### config.mk
export PLATFORM = sky130hd
export DESIGN_NAME = srt4_recurrence
export DESIGN_NICKNAME = d
export VERILOG_FILES = /design/src/rtl/srt4_pkg.sv /design/src/rtl/srt4_qsel.sv /design/src/rtl/srt4_multgen.sv /design/src/rtl/srt4_r4csa.sv /design/src/rtl/srt4_recurrence.sv
export SDC_FILE = /design/constraint.sdc
export NUM_CORES = 1
export LEC_CHECK = 0
export ABC_CLOCK_PERIOD_IN_PS = 11830
export CAP_MARGIN = 15
export CELL_PAD_IN_SITES_DETAIL_PLACEMENT = 1
export CELL_PAD_IN_SITES_GLOBAL_PLACEMENT = 2
export CORE_ASPECT_RATIO = 0.9
export CORE_MARGIN = 2
export CORE_UTILIZATION = 37
export CTS_BUF_LIST = sky130_fd_sc_hd__clkbuf_16
export DETAILED_ROUTE_END_ITERATION = 10
export PLACE_DENSITY_LB_ADDON = 0.1
export SETUP_SLACK_MARGIN = 0.02
export SLEW_MARGIN = 10
export SYNTH_ARGS = -nofsm -noshare
export SYNTH_HDL_FRONTEND = slang
export SYNTH_HIERARCHICAL = 1
export SYNTH_SLANG_ARGS = --single-unit
### constraint.sdc
create_clock -name clk_i -period 11.83 [get_ports clk_i]
set_clock_uncertainty 0.1 [all_clocks]
set_input_delay 3.549 -clock clk_i [delete_from_list [all_inputs] [get_ports clk_i]]
set_output_delay 3.549 -clock clk_i [all_outputs]
set_load 0.01 [all_outputs]
### src/rtl/srt4_pkg.sv
package srt4_pkg;

  // Quotient digit: sign plus one-hot magnitude; bit order {neg, two, one}.
  typedef struct packed {
    logic neg;
    logic two;
    logic one;
  } qdig_t;

  // Smallest estimate (in units of 2^-est_frac) from which digit k may be
  // chosen for the divisor interval [1/2 + idx/16, 1/2 + (idx+1)/16).
  // The bound (k - 2/3)*d is taken at the interval end where it is largest.
  function automatic int sel_threshold(int k, int idx, int est_frac);
    int j;
    int num;
    j   = (k > 0) ? idx + 1 : idx;
    num = (3 * k - 2) * (8 + j) * (1 << est_frac);
    if (num >= 0) return (num + 47) / 48;
    else          return -((-num) / 48);
  endfunction

endpackage

### src/rtl/srt4_qsel.sv
module srt4_qsel
  import srt4_pkg::*;
#(
  parameter int EST_W = 8
) (
  input  logic [EST_W-1:0] est_i,
  input  logic [2:0]       dsel_i,
  output qdig_t            q_o
);
  localparam int THR_W = EST_W + 1;
  localparam int EFRAC = EST_W - 3;

  logic signed [THR_W-1:0] thr [4][8];
  logic signed [THR_W-1:0] est_x;
  logic [3:0]              ge;

  for (genvar gk = 0; gk < 4; gk++) begin : g_digit
    for (genvar gi = 0; gi < 8; gi++) begin : g_intv
      assign thr[gk][gi] = THR_W'(sel_threshold(gk - 1, gi, EFRAC));
    end
    assign ge[gk] = (est_x >= thr[gk][dsel_i]);
  end

  assign est_x = THR_W'($signed(est_i));

  always_comb begin
    q_o = '0;
    if (ge[3])      q_o.two = 1'b1;
    else if (ge[2]) q_o.one = 1'b1;
    else if (ge[1]) q_o     = '0;
    else if (ge[0]) begin q_o.neg = 1'b1; q_o.one = 1'b1; end
    else            begin q_o.neg = 1'b1; q_o.two = 1'b1; end
  end

endmodule

### src/rtl/srt4_multgen.sv
module srt4_multgen
  import srt4_pkg::*;
#(
  parameter int FRAC_W = 53,
  parameter int RES_W  = FRAC_W + 3
) (
  input  logic [FRAC_W-1:0] dvs_i,
  input  qdig_t             dig_i,
  output logic [RES_W-1:0]  mult_o,
  output logic              cin_o
);
  logic [RES_W-1:0] mag;
  logic             sub;

  always_comb begin
    if (dig_i.two)      mag = {dvs_i, 3'b000};
    else if (dig_i.one) mag = {1'b0, dvs_i, 2'b00};
    else                mag = '0;
    sub    = (dig_i.one | dig_i.two) & ~dig_i.neg;
    mult_o = sub ? ~mag : mag;
    cin_o  = sub;
  end

endmodule

### src/rtl/srt4_r4csa.sv
module srt4_r4csa #(
  parameter int PAIRS = 24
) (
  input  logic [2*PAIRS-1:0] a_i,
  input  logic [2*PAIRS-1:0] b_i,
  input  logic [PAIRS-1:0]   cin_i,
  output logic [2*PAIRS-1:0] sum_o,
  output logic [PAIRS-1:0]   cout_o
);
  for (genvar gp = 0; gp < PAIRS; gp++) begin : g_pair
    logic a0, a1, b0, b1, c0, kmid;
    assign a0 = a_i[2*gp];
    assign a1 = a_i[2*gp+1];
    assign b0 = b_i[2*gp];
    assign b1 = b_i[2*gp+1];
    assign c0 = cin_i[gp];
    // even bit: full add, carry ripples into the odd bit of the same pair
    assign sum_o[2*gp]   = a0 ^ b0 ^ c0;
    assign kmid          = (a0 & b0) | (a0 & c0) | (b0 & c0);
    assign sum_o[2*gp+1] = a1 ^ b1 ^ kmid;
    assign cout_o[gp]    = (a1 & b1) | (a1 & kmid) | (b1 & kmid);
  end

endmodule

### src/rtl/srt4_recurrence.sv
module srt4_recurrence
  import srt4_pkg::*;
#(
  parameter int FRAC_W = 53,
  parameter int TOP_W  = 8
) (
  input  logic              clk_i,
  input  logic              rst_ni,
  input  logic              start_i,
  input  logic [FRAC_W-1:0] dividend_i,
  input  logic [FRAC_W-1:0] divisor_i,
  output logic              digit_vld_o,
  output logic [2:0]        digit_o,
  output logic              done_o,
  output logic [FRAC_W+2:0] residual_o
);
  localparam int RES_W  = FRAC_W + 3;
  localparam int LOW_W  = RES_W - TOP_W;
  localparam int PAIRS  = LOW_W / 2;
  localparam int ITERS  = (FRAC_W + 2) / 2;
  localparam int CNT_W  = $clog2(ITERS);
  localparam logic [CNT_W-1:0] LAST = CNT_W'(ITERS - 1);
  localparam int EST_HI = ((1 << (TOP_W - 1)) * 2) / 3;
  localparam int EST_LO = -EST_HI - 2;

  // reset: asynchronous assertion, synchronous release
  logic [1:0] rsync_q;
  logic       rst_n;

  always_ff @(posedge clk_i or negedge rst_ni) begin
    if (!rst_ni) rsync_q <= 2'b00;
    else         rsync_q <= {rsync_q[0], 1'b1};
  end
  assign rst_n = rsync_q[1];

  // state
  logic              busy_q, busy_d, done_q, done_d;
  logic [CNT_W-1:0]  cnt_q, cnt_d;
  logic [TOP_W-1:0]  top_q, top_d;
  logic [LOW_W-1:0]  sum_q, sum_d;
  logic [PAIRS-2:0]  car_q, car_d;
  qdig_t             dig_q, dig_d;
  logic [FRAC_W-1:0] dvs_q, dvs_d;

  logic              accept;
  logic [RES_W-1:0]  init_w;
  logic [RES_W-1:0]  mult_w;
  logic              mult_cin;
  logic [LOW_W-1:0]  csa_a, csa_s;
  logic [PAIRS-1:0]  csa_cin, csa_cout;
  logic [TOP_W-1:0]  top_new, sel_est;
  logic [FRAC_W-1:0] sel_dvs;
  qdig_t             sel_q;
  logic [RES_W-1:0]  car_vec;

  assign accept = start_i & ~busy_q;
  assign init_w = RES_W'(dividend_i);   // w[0] = x/4 in the 2^-(FRAC_W+2) grid

  // multiple from the registered digit: outside the selection loop
  srt4_multgen #(.FRAC_W(FRAC_W), .RES_W(RES_W)) u_mult (
    .dvs_i  (dvs_q),
    .dig_i  (dig_q),
    .mult_o (mult_w),
    .cin_o  (mult_cin)
  );

  // low part: 4*S, multiple, shifted pair carries (carry-in of the multiple in slot 0)
  assign csa_a = {sum_q[LOW_W-3:0], 2'b00};

  always_comb begin
    csa_cin    = '0;
    csa_cin[0] = mult_cin;
    for (int i = 2; i < PAIRS; i++) csa_cin[i] = car_q[i-2];
  end

  srt4_r4csa #(.PAIRS(PAIRS)) u_csa (
    .a_i    (csa_a),
    .b_i    (mult_w[LOW_W-1:0]),
    .cin_i  (csa_cin),
    .sum_o  (csa_s),
    .cout_o (csa_cout)
  );

  // top part: assimilated, includes everything crossing the boundary
  assign top_new = (top_q << 2)
                 + TOP_W'(sum_q[LOW_W-1:LOW_W-2])
                 + TOP_W'(car_q[PAIRS-2])
                 + mult_w[RES_W-1:LOW_W]
                 + TOP_W'(csa_cout[PAIRS-1]);

  // retimed selection: next digit chosen from the new top bits
  assign sel_est = accept ? init_w[RES_W-1:LOW_W] : top_new;
  assign sel_dvs = accept ? divisor_i : dvs_q;

  srt4_qsel #(.EST_W(TOP_W)) u_sel (
    .est_i  (sel_est),
    .dsel_i (sel_dvs[FRAC_W-2:FRAC_W-4]),
    .q_o    (sel_q)
  );

  // next state
  always_comb begin
    busy_d = busy_q;
    done_d = 1'b0;
    cnt_d  = cnt_q;
    top_d  = top_q;
    sum_d  = sum_q;
    car_d  = car_q;
    dig_d  = dig_q;
    dvs_d  = dvs_q;
    if (accept) begin
      busy_d = 1'b1;
      cnt_d  = '0;
      top_d  = init_w[RES_W-1:LOW_W];
      sum_d  = init_w[LOW_W-1:0];
      car_d  = '0;
      dig_d  = sel_q;
      dvs_d  = divisor_i;
    end else if (busy_q) begin
      top_d = top_new;
      sum_d = csa_s;
      car_d = csa_cout[PAIRS-2:0];
      cnt_d = cnt_q + 1'b1;
      if (cnt_q == LAST) begin
        busy_d = 1'b0;
        done_d = 1'b1;
      end else begin
        dig_d = sel_q;
      end
    end
  end

  // registers
  always_ff @(posedge clk_i or negedge rst_n) begin
    if (!rst_n) begin
      busy_q <= 1'b0;
      done_q <= 1'b0;
      cnt_q  <= '0;
      top_q  <= '0;
      sum_q  <= '0;
      car_q  <= '0;
      dig_q  <= '0;
      dvs_q  <= '0;
    end else begin
      busy_q <= busy_d;
      done_q <= done_d;
      cnt_q  <= cnt_d;
      top_q  <= top_d;
      sum_q  <= sum_d;
      car_q  <= car_d;
      dig_q  <= dig_d;
      dvs_q  <= dvs_d;
    end
  end

  // output assimilation of the redundant residual
  always_comb begin
    car_vec = '0;
    for (int i = 0; i < PAIRS - 1; i++) car_vec[2*i+2] = car_q[i];
  end

  assign residual_o  = {top_q, sum_q} + car_vec;
  assign digit_vld_o = busy_q;
  assign digit_o     = dig_q;
  assign done_o      = done_q;

  // checks
  assert_digit_code_R2: assert property (@(posedge clk_i) disable iff (!rst_n)
    !(dig_q.one && dig_q.two) && (!dig_q.neg || dig_q.one || dig_q.two));

  assert_estimate_window_R4: assert property (@(posedge clk_i) disable iff (!rst_n)
    ($signed(top_q) >= EST_LO) && ($signed(top_q) <= EST_HI));

  assert_last_step_R1: assert property (@(posedge clk_i) disable iff (!rst_n)
    (busy_q && cnt_q == LAST) |=> (done_q && !busy_q));

  assert_done_single_R1: assert property (@(posedge clk_i) disable iff (!rst_n)
    done_q |=> !done_q);

  assert_run_unbroken_R7: assert property (@(posedge clk_i) disable iff (!rst_n)
    (busy_q && cnt_q != LAST) |=> (busy_q && cnt_q == $past(cnt_q) + 1'b1));

  assert_idle_hold_R6: assert property (@(posedge clk_i) disable iff (!rst_n)
    (!busy_q && !start_i) |=> ($stable(residual_o) && $stable(digit_o)));

endmodule

==> summary.log, run 1 <==
INFO  synth          synthesis.yosys.warnings=6
INFO  route          antenna_violating_nets_post_route=0
INFO  final_layout   layout-drive-gt1-share=9.03%
INFO  cts            clock_tree.root_cell=sky130_fd_sc_hd__clkbuf_16
INFO  final_layout   layout-area-overhead-vs-synth=22.7%
INFO  setup_path     cp_slowest_stage_delay=0.67ns
INFO  run_status     outcome=completed
INFO  cts            clock-sinks=144
INFO  route          drt_wl_total=33200um
INFO  synth          synth-edff-count=0
INFO  synth          ys.flop_type=sky130_fd_sc_hd__dfrtp_1
INFO  die            coreArea=0.0300sqmm
INFO  final_layout   multiInputGateArea=0.00664sqmm
INFO  sta            max_freq=125MHz
INFO  final_layout   layout.filler_cells=3442
INFO  sta            rsz0062_at_grt=false
INFO  global_route   first_pass_grt_wire_length=53400um
INFO  cts            clock_tree.htree_level_count=4
INFO  sta            period_share=67.5%
INFO  setup_path     setup.worst_path.start=sum_q[30]
INFO  die            die_area=0.0320sqmm
INFO  setup_path     path_buf_inv=1
INFO  global_route   global_route.usage.met2=35.9%
INFO  route          drt_first_pass_iters=4
INFO  final_layout   design.final.nets=1575
INFO  global_route   grt_busiest_layer=met2
INFO  die            ios=170
INFO  setup_path     worst-r2r-setup-slack=5.94ns
INFO  final_layout   antenna_cells_inserted=0
INFO  global_route   global_route.usage.met1=29.4%
INFO  synth          synth-async-reset-ratio=100%
INFO  placement      place_congestion=0.833
INFO  global_route   grt_util_met3=3.69%
INFO  synth          ys_types=71
INFO  run            maxCapViolCount=0
INFO  die            fp.dieW=188um
INFO  setup_path     r2r-end=digit_o[1]
INFO  setup_path     startpoint_type=register
INFO  synth          synth.avg_cell_area=9.33squm
INFO  cts            cts_tree=yes
INFO  setup_path     worst_r2r_path_depth=20
INFO  setup_path     critical-path-slowest-cell=sky130_fd_sc_hd__a2111oi_0
INFO  setup_path     cp_common_cell=sky130_fd_sc_hd__nor2_1
INFO  placement      final_hpwl_dp=25000um
INFO  global_route   overflow=0
INFO  sta            max-slew-margin-rel=31.7%
INFO  sta            finalSetupViolations=0
INFO  setup_path     critical_path_required_time=8.18ns
INFO  global_route   grtUsageTotal=21.4%
INFO  die            die_y=170um
INFO  setup_path     family_of_cells_with_the_greatest_summed_delay_on_the_critical_path=compound AO/OA/AOI/OAI gates
INFO  cts            cts_repair_resize_count=0
INFO  cts            clock_tree.buffer_depth=2
INFO  final_layout   layout.area.seq=0.00361sqmm
INFO  cts            cts_buffers=17
INFO  die            placementRows=60
INFO  sta            timing_hold_violations_final=0
INFO  setup_path     worst_setup_path_endpoint=residual_o[55]
INFO  route          drt_drc_violations_left=0
INFO  placement      io_buffers=169
INFO  route          route.detailed.vias_per_inst=5.03
INFO  cts            worst_setup_hold_path_clk_slew=0.07ns
INFO  sta            min_period=7.98ns
INFO  hold_path      worst_hold_path_type=register to async pin
INFO  synth          syn-instance-count=1214
INFO  setup_path     critPathKind=register to output pin
INFO  setup_path     chain_of_cells_forming_the_critical_path=ha_1, a31oi_1, o211ai_1, a2111oi_0, nor2_1, a21o_1, a221o_1, nand3_1, nor2_1, xor2_1, clkdlybuf4s50_1
INFO  sta            timing_worst_slew_pin_value=1.02ns
INFO  cts            clk-insertion-delay-late=0.43ns
INFO  global_route   grt_start_max_net_pins=77
INFO  synth          synthesis.area=0.0113sqmm
INFO  setup_path     critPathCaptureType=output pin
INFO  global_route   first_global_vias=9489
INFO  route          drt-wirelength-per-cell=18.8um
INFO  setup_path     crit-reg2reg-launch=digit_o[2]
INFO  global_route   grt_antenna_before_repair=0
INFO  setup_path     critPathMaxFanout=5
INFO  setup_path     cp.arrival=4.33ns
INFO  sta            drv_slew=0
INFO  setup_path     crit_cells=11
INFO  route          num_vias=8870
INFO  synth          synth_seq_area_share=31.8%
INFO  synth          synthesized_flop_and_latch_total=144
INFO  route          drt_iter0_drc=321
INFO  die            floorplan.initialDensity=37.7%
INFO  cts            hold_buffers=0
INFO  sta            setup_total_negative_slack=0ns
INFO  cts            post_cts_buffers=0
registers in the layout, indices dropped and copies added, names as in the netlist, 2 cells and up:
register  cells
top_q         8
digit_o       3
car_q        23
cnt_q         5
sum_q        48
dvs_q        53
rsync_q       2
placed cells by master (no fill, tap or decap), types with 4 or more instances in the layout:
cell type and count:
sky130_fd_sc_hd__inv_1 221, sky130_fd_sc_hd__clkdlybuf4s50_1 168, sky130_fd_sc_hd__dfrtp_1 141, sky130_fd_sc_hd__nand2_1 98, sky130_fd_sc_hd__xor2_1 81, sky130_fd_sc_hd__o21ai_0 80
sky130_fd_sc_hd__ha_1 65, sky130_fd_sc_hd__mux2_2 60, sky130_fd_sc_hd__o22ai_1 53, sky130_fd_sc_hd__fa_1 50, sky130_fd_sc_hd__mux2i_1 49, sky130_fd_sc_hd__xnor2_1 31
sky130_fd_sc_hd__a22o_1 24, sky130_fd_sc_hd__nor2_1 22, sky130_fd_sc_hd__a21oi_1 21, sky130_fd_sc_hd__a31oi_1 20, sky130_fd_sc_hd__clkbuf_16 17, sky130_fd_sc_hd__nand4_1 14
sky130_fd_sc_hd__nand3_1 14, sky130_fd_sc_hd__a21o_1 9, sky130_fd_sc_hd__buf_4 8, sky130_fd_sc_hd__and4_1 5, sky130_fd_sc_hd__o21bai_1 5, sky130_fd_sc_hd__nand2b_1 5
sky130_fd_sc_hd__a31o_2 4, sky130_fd_sc_hd__and3_1 4, sky130_fd_sc_hd__o21a_1 4, sky130_fd_sc_hd__a21boi_1 4, sky130_fd_sc_hd__conb_1 4
how the worst min path moves through the flow:
stage               start          to  slack (ns)  depth (start not counted)
2_1_floorplan  rsync_q[0]  rsync_q[1]        0.23                          0
3_3_place_gp   rsync_q[1]   dvs_q[11]        0.07                          0
3_5_place_dp   rsync_q[1]   dvs_q[11]        0.07                          0
4_1_cts        rsync_q[1]   dvs_q[11]        0.07                          0
5_1_grt        rsync_q[1]   sum_q[10]        0.09                          0
6_report       rsync_q[1]   sum_q[12]        0.07                          0
routing by layer:
metal,share of wire [%],wire length [um]
met1,49,16100
met2,47,15700
met3,2.9,974
met4,1.0,332
met5,0,0
cell usage after synthesis, drive strengths merged (24+ instances only):
master / count / area share (%)
xor2: 83 / 6.5
fa: 50 / 8.8
mux2i: 49 / 4.3
ha: 65 / 7.2
o22ai: 53 / 2.9
a22o: 24 / 1.9
dfrtp: 144 / 32
mux2: 60 / 6.0
inv: 220 / 7.3
clkbuf: 37 / 1.2
xnor2: 31 / 2.4
o21ai: 84 / 3.7
nand2: 98 / 3.2
cell families after synthesis:
group | Yosys count | share of synthesized area [%]
buf+inv | 280 | 9.84
fa+ha+maj | 115 | 16.0
xor+xnor | 114 | 8.95
compound gates | 258 | 14.9
flops | 144 | 31.8
other cells | 2 | 0.0663
simple gates | 192 | 8.09
mux | 109 | 10.3
stage by stage:
step                      utilization [%]  setup slack, ns  cell area, sq um  std cells  hold WS [ns]
after floorplan                         -             5.06             11300       1216         0.231
after global placement               44.4             4.42             13300       1735        0.0660
after detailed placement             44.4             4.33             13300       1735        0.0652
after CTS                            46.3             3.84             13900       1765        0.0719
after global routing                 46.3             3.67             13900       1765        0.0900
final                                46.3             3.85             13900       1765        0.0666
worst register-to-register path: cells and delay by family (launching register included):
kind                       cells  cell delay, ns
and+or+nand+nor                2            0.14
AOI/OAI and AO/OA              9            2.17
xor gates and xnor gates       2            0.34
adders and majority gates      5            1.78
DFF                            1            1.09
buffers and inverters          2            0.16
layout make-up:
| class | count | share of cell area, % |
|---|---|---|
| Multi-Input combinational cell | 792 | 47.7 |
| Tap cell | 403 | 3.63 |
| Timing Repair Buffer | 176 | 12.5 |
| Sequential cell | 144 | 26.0 |
| Clock inverter | 13 | 1.08 |
| Clock buffer | 17 | 3.06 |
| Inverter | 220 | 5.94 |
Power of run 1 is not shown: default switching activity piles up to over one toggle a cycle in this logic, so the estimate is an artifact.
==> run 2: changes to the inputs <==
- ABC_CLOCK_PERIOD_IN_PS: 11830 -> 7100
- CORE_UTILIZATION: 37 -> 31
- clock period: 11.83 -> 7.1 ns (I/O delays scaled with it)
==> run 2 against run 1 <==
Compared with the run above: cell count increased by 4.4%; setup slack got worse by 3.0 ns; global-route usage decreased by 2.4 points; count of clock-buffer cells in the layout unchanged; critical endpoint unchanged; design area up 0.66%.
==> summary.log, run 2 (same netlist as run 1, synthesis figures left out) <==
INFO  sta            min_period=6.30ns
INFO  sta            setup_total_negative_slack=0ns
INFO  setup_path     critPathKind=register to output pin
INFO  cts            clock_tree.root_cell=sky130_fd_sc_hd__clkbuf_16
INFO  sta            worst_hold_slack=0.197ns
INFO  global_route   overflow=0
INFO  route          route.detailed.vias_per_inst=4.80
INFO  final_layout   layout-drive-gt1-share=9.29%
INFO  setup_path     crit-reg2reg-launch=digit_o[1]
INFO  global_route   grt_antenna_before_repair=0
INFO  sta            finalSetupViolations=0
INFO  placement      place_congestion=0.779
INFO  setup_path     critical_path_required_time=4.87ns
INFO  setup_path     r2r-end=digit_o[1]
INFO  setup_path     setup.worst_path.start=sum_q[4]
INFO  sta            rsz0062_at_grt=false
INFO  global_route   first_global_vias=9352
INFO  setup_path     worst_r2r_path_depth=20
INFO  route          drt_iter0_drc=326
INFO  die            floorplan.initialDensity=31.4%
INFO  final_layout   finalCoreUtilization=38.8%
INFO  sta            max-slew-margin-rel=30.3%
INFO  route          antenna_violating_nets_post_route=0
INFO  final_layout   top_regs=dvs_q (53), sum_q (48), car_q (23)
INFO  route          drt_first_pass_iters=4
INFO  final_layout   antenna_cells_inserted=0
INFO  run            maxCapViolCount=0
INFO  cts            clock_tree.buffer_depth=2
INFO  cts            cts_repair_resize_count=0
INFO  die            ios=170
INFO  route          drt-wirelength-per-cell=19.0um
INFO  sta            max_freq=159MHz
INFO  cts            cts_buffers=17
INFO  route          drt_wl_total=35000um
INFO  route          num_vias=8852
INFO  setup_path     worst_setup_path_endpoint=residual_o[55]
INFO  setup_path     cp.arrival=4.07ns
INFO  setup_path     startpoint_type=register
INFO  die            die_area=0.0381sqmm
INFO  cts            hold_buffers=0
INFO  die            placementRows=66
INFO  die            fp.dieW=206um
INFO  global_route   grtUsageTotal=18.9%
INFO  cts            clock_tree.htree_level_count=4
INFO  sta            drv_slew=0
INFO  run_status     outcome=completed
INFO  final_layout   registers.top_by_ff_count=dvs_q
INFO  cts            clock-sinks=144
INFO  placement      io_buffers=169
INFO  hold_path      worst_hold_path_type=register to async pin
INFO  sta            timing_hold_violations_final=0
INFO  cts            cts_tree=yes
INFO  final_layout   layout_common_cells=sky130_fd_sc_hd__inv_1 (220), sky130_fd_sc_hd__clkdlybuf4s50_1 (168), sky130_fd_sc_hd__dfrtp_1 (141), sky130_fd_sc_hd__nand2_1 (98), sky130_fd_sc_hd__xor2_1 (81)
INFO  sta            period_share=88.7%
INFO  cts            worst_setup_hold_path_clk_slew=0.06ns
INFO  die            coreArea=0.0361sqmm
INFO  global_route   grt_start_max_net_pins=69
INFO  cts            post_cts_buffers=0
INFO  route          drt_drc_violations_left=0
INFO  placement      final_hpwl_dp=26800um
INFO  final_layout   design.final.nets=1578
INFO  final_layout   layout-area-overhead-vs-synth=23.5%
INFO  setup_path     critPathCaptureType=output pin
INFO  global_route   first_pass_grt_wire_length=54500um
INFO  die            die_y=185um
INFO  setup_path     worst-r2r-setup-slack=1.87ns
INFO  sta            timing_worst_slew_pin_value=1.04ns
INFO  setup_path     critPathMaxFanout=5
INFO  cts            clk-insertion-delay-late=0.44ns
INFO  final_layout   largest_register_ff_count=53
INFO  final_layout   mostFrequentLayoutCell=sky130_fd_sc_hd__inv_1
## run 2: changes by cell type in the layout (fill, tap and decap cells not counted)
cell / change
sky130_fd_sc_hd__buf_4: +3
sky130_fd_sc_hd__clkinv_2: +3
sky130_fd_sc_hd__clkinv_1: +2
sky130_fd_sc_hd__clkinv_4: -2
sky130_fd_sc_hd__clkinvlp_4: +2
sky130_fd_sc_hd__bufinv_16: -1
sky130_fd_sc_hd__inv_1: -1
sky130_fd_sc_hd__inv_6: -1
## run 2: through the flow
stage / cell area [sq um] / std cells / worst slack (ns)
2_1_floorplan: 11300 / 1216 / 1.75
3_3_place_gp: 13400 / 1811 / 1.34
4_1_cts: 14000 / 1843 / 0.781
3_5_place_dp: 13400 / 1811 / 1.30
5_1_grt: 14000 / 1843 / 0.494
6_report: 14000 / 1843 / 0.803
## run 2: routing by layer
layer / GRT usage, % / wire length (um) / share of wire (%)
met2: 29.6 / 15800 / 45
met1: 27.3 / 17800 / 51
met5: 0 / 0 / 0
met4: 4.40 / 472 / 1.3
met3: 3.08 / 956 / 2.7
## run 2: critical path, cell delays in order, from the launching register on
cell,delay [ns]
sky130_fd_sc_hd__dfrtp_1,0.40
sky130_fd_sc_hd__ha_1,0.37
sky130_fd_sc_hd__a311oi_1,0.29
sky130_fd_sc_hd__o31ai_1,0.10
sky130_fd_sc_hd__buf_4,0.16
sky130_fd_sc_hd__a2111oi_0,0.41
sky130_fd_sc_hd__nor2_1,0.18
sky130_fd_sc_hd__a21o_1,0.26
sky130_fd_sc_hd__a221o_1,0.41
sky130_fd_sc_hd__nand3_1,0.22
sky130_fd_sc_hd__nor2_1,0.09
sky130_fd_sc_hd__xor2_1,0.15
sky130_fd_sc_hd__clkdlybuf4s50_1,0.57
## run 2: worst min path at each step
stage            endpoint  slack [ns]  depth (start not counted)
4_1_cts          dvs_q[7]        0.23                          0
5_1_grt          dvs_q[7]        0.25                          0
2_1_floorplan  rsync_q[1]        0.23                          0
3_5_place_dp     dvs_q[7]        0.23                          0
3_3_place_gp     dvs_q[7]        0.22                          0
6_report         dvs_q[7]        0.20                          0
## run 2: cell type report
cell class	instances	area, sq um
Fill cell	4127	22100
Multi-Input combinational cell	792	6640
Sequential cell	144	3610
Timing Repair Buffer	179	1760
Inverter	220	826
Tap cell	476	596
Clock buffer	17	425
Clock inverter	15	128
Power of run 2 is left out for the same reason.
==> run 3: changes to the inputs <==
- ABC_CLOCK_PERIOD_IN_PS: 7100 -> 7900
- CORE_UTILIZATION: 31 -> 37
- clock period: 7.1 -> 7.9 ns (I/O delays scaled with it)
==> run 3 against run 2 <==
Compared with the run above: non-clock buffer count down 1; design area is 0.75% lower; cell count decreased by 4.0%; global-route usage is 2.5 points higher; first-iteration DRC count rose by 1.5%; highest routed layer unchanged.
==> summary.log, run 3 (same netlist as run 1, synthesis figures left out) <==
INFO  cts            cts_buffers=17
INFO  setup_path     cp.arrival=4.10ns
INFO  die            floorplan.initialDensity=37.7%
INFO  final_layout   layout-drive-gt1-share=9.30%
INFO  final_layout   top_regs=dvs_q (53), sum_q (48), car_q (23)
INFO  die            coreArea=0.0300sqmm
INFO  setup_path     critical_path_required_time=5.43ns
INFO  sta            max_freq=152MHz
INFO  route          drt_drc_violations_left=0
INFO  hold_path      worst_hold_path_type=register to async pin
INFO  die            ios=170
INFO  run            maxCapViolCount=0
INFO  cts            clock_tree.root_cell=sky130_fd_sc_hd__clkbuf_16
INFO  route          drt-wirelength-per-cell=18.6um
INFO  global_route   grtUsageTotal=21.4%
INFO  die            die_area=0.0320sqmm
INFO  final_layout   mostFrequentLayoutCell=sky130_fd_sc_hd__inv_1
INFO  final_layout   layout_common_cells=sky130_fd_sc_hd__inv_1 (221), sky130_fd_sc_hd__clkdlybuf4s50_1 (168), sky130_fd_sc_hd__dfrtp_1 (141), sky130_fd_sc_hd__nand2_1 (98), sky130_fd_sc_hd__xor2_1 (81)
INFO  cts            clock_tree.buffer_depth=2
INFO  setup_path     startpoint_type=register
INFO  sta            setup_total_negative_slack=0ns
INFO  global_route   grt_start_max_net_pins=77
INFO  cts            hold_buffers=0
INFO  route          drt_iter0_drc=331
INFO  cts            clk-insertion-delay-late=0.44ns
INFO  final_layout   design.final.nets=1577
INFO  final_layout   layout-area-overhead-vs-synth=22.6%
INFO  die            fp.dieW=188um
INFO  sta            period_share=83.1%
INFO  final_layout   registers.top_by_ff_count=dvs_q
INFO  placement      final_hpwl_dp=25100um
INFO  route          antenna_violating_nets_post_route=0
INFO  route          drt_wl_total=33000um
INFO  sta            max-slew-margin-rel=33.3%
INFO  run_status     outcome=completed
INFO  setup_path     critPathCaptureType=output pin
INFO  cts            cts_repair_resize_count=0
INFO  sta            timing_hold_violations_final=0
INFO  sta            timing_worst_slew_pin_value=1.00ns
INFO  final_layout   final_area=0.0139sqmm
INFO  die            die_y=170um
INFO  final_layout   antenna_cells_inserted=0
INFO  die            placementRows=60
INFO  placement      io_buffers=169
INFO  cts            cts_tree=yes
INFO  final_layout   largest_register_ff_count=53
INFO  final_layout   layout.filler_cells=3459
INFO  setup_path     critPathMaxFanout=4
INFO  sta            min_period=6.57ns
INFO  route          route.detailed.vias_per_inst=5.06
INFO  setup_path     critPathKind=register to output pin
INFO  placement      dpl-instance-area=0.0133sqmm
INFO  sta            drv_slew=0
INFO  sta            worst_hold_slack=0.0664ns
INFO  global_route   overflow=0
INFO  cts            clock-sinks=144
INFO  sta            rsz0062_at_grt=false
INFO  global_route   first_pass_grt_wire_length=53600um
INFO  global_route   grt_antenna_before_repair=0
INFO  route          num_vias=8954
INFO  cts            clock_tree.htree_level_count=4
INFO  global_route   first_global_vias=9403
INFO  placement      place_congestion=0.837
INFO  sta            finalSetupViolations=0
INFO  cts            post_cts_buffers=0
INFO  route          drt_first_pass_iters=4
INFO  cts            worst_setup_hold_path_clk_slew=0.07ns
==> run 3: critical path, cell delays in order, from the launching register on <==
cell	delay, ns
sky130_fd_sc_hd__dfrtp_1	0.40
sky130_fd_sc_hd__ha_1	0.38
sky130_fd_sc_hd__a21oi_2	0.11
sky130_fd_sc_hd__o31ai_1	0.69
sky130_fd_sc_hd__a2111oi_0	0.27
sky130_fd_sc_hd__nor2_1	0.27
sky130_fd_sc_hd__a21o_1	0.22
sky130_fd_sc_hd__a221o_1	0.27
sky130_fd_sc_hd__nand3_1	0.17
sky130_fd_sc_hd__nor2_1	0.17
sky130_fd_sc_hd__xor2_1	0.15
sky130_fd_sc_hd__clkdlybuf4s50_1	0.55
==> run 3: cell type report <==
cell class	count	area [sq um]	area share, %
sequential	144	3610	26.0
clock inverter	15	121	0.874
clock buffer	17	425	3.06
timing repair buffer	178	1760	12.7
inverter	220	826	5.95
tap	403	504	3.63
multi-input combinational	792	6640	47.8
==> run 3: metal layers <==
metal	GRT usage, %	wire, um
met1	30.7	16300
met2	34.3	15300
met4	4.25	319
met3	3.38	1060
met5	0	0
==> run 3: path summary, 6_finish.rpt <==
check / depth (start not counted) / endpoint / slack [ns] / from
min in group clk_i: 0 / rsync_q[1] / 0.25 / rsync_q[0]
setup / recovery: 11 / residual_o[53] / 1.33 / sum_q[6]
setup reg to reg: 20 / digit_o[0] / 2.44 / digit_o[2]
max in group asynchronous: 1 / rsync_q[1] / 5.58 / rst_ni
hold reg to reg: 0 / dvs_q[11] / 0.07 / rsync_q[1]
hold / removal: 0 / dvs_q[11] / 0.07 / rsync_q[1]
==> run 3: per-stage QoR <==
step / utilization [%] / std cells / setup slack, ns
after floorplan: - / 1216 / 2.31
after global placement: 44.4 / 1737 / 1.92
after detailed placement: 44.4 / 1737 / 1.81
after CTS: 46.2 / 1769 / 1.33
after global routing: 46.2 / 1769 / 1.05
final: 46.2 / 1769 / 1.33
Power of run 3 is left out for the same reason.
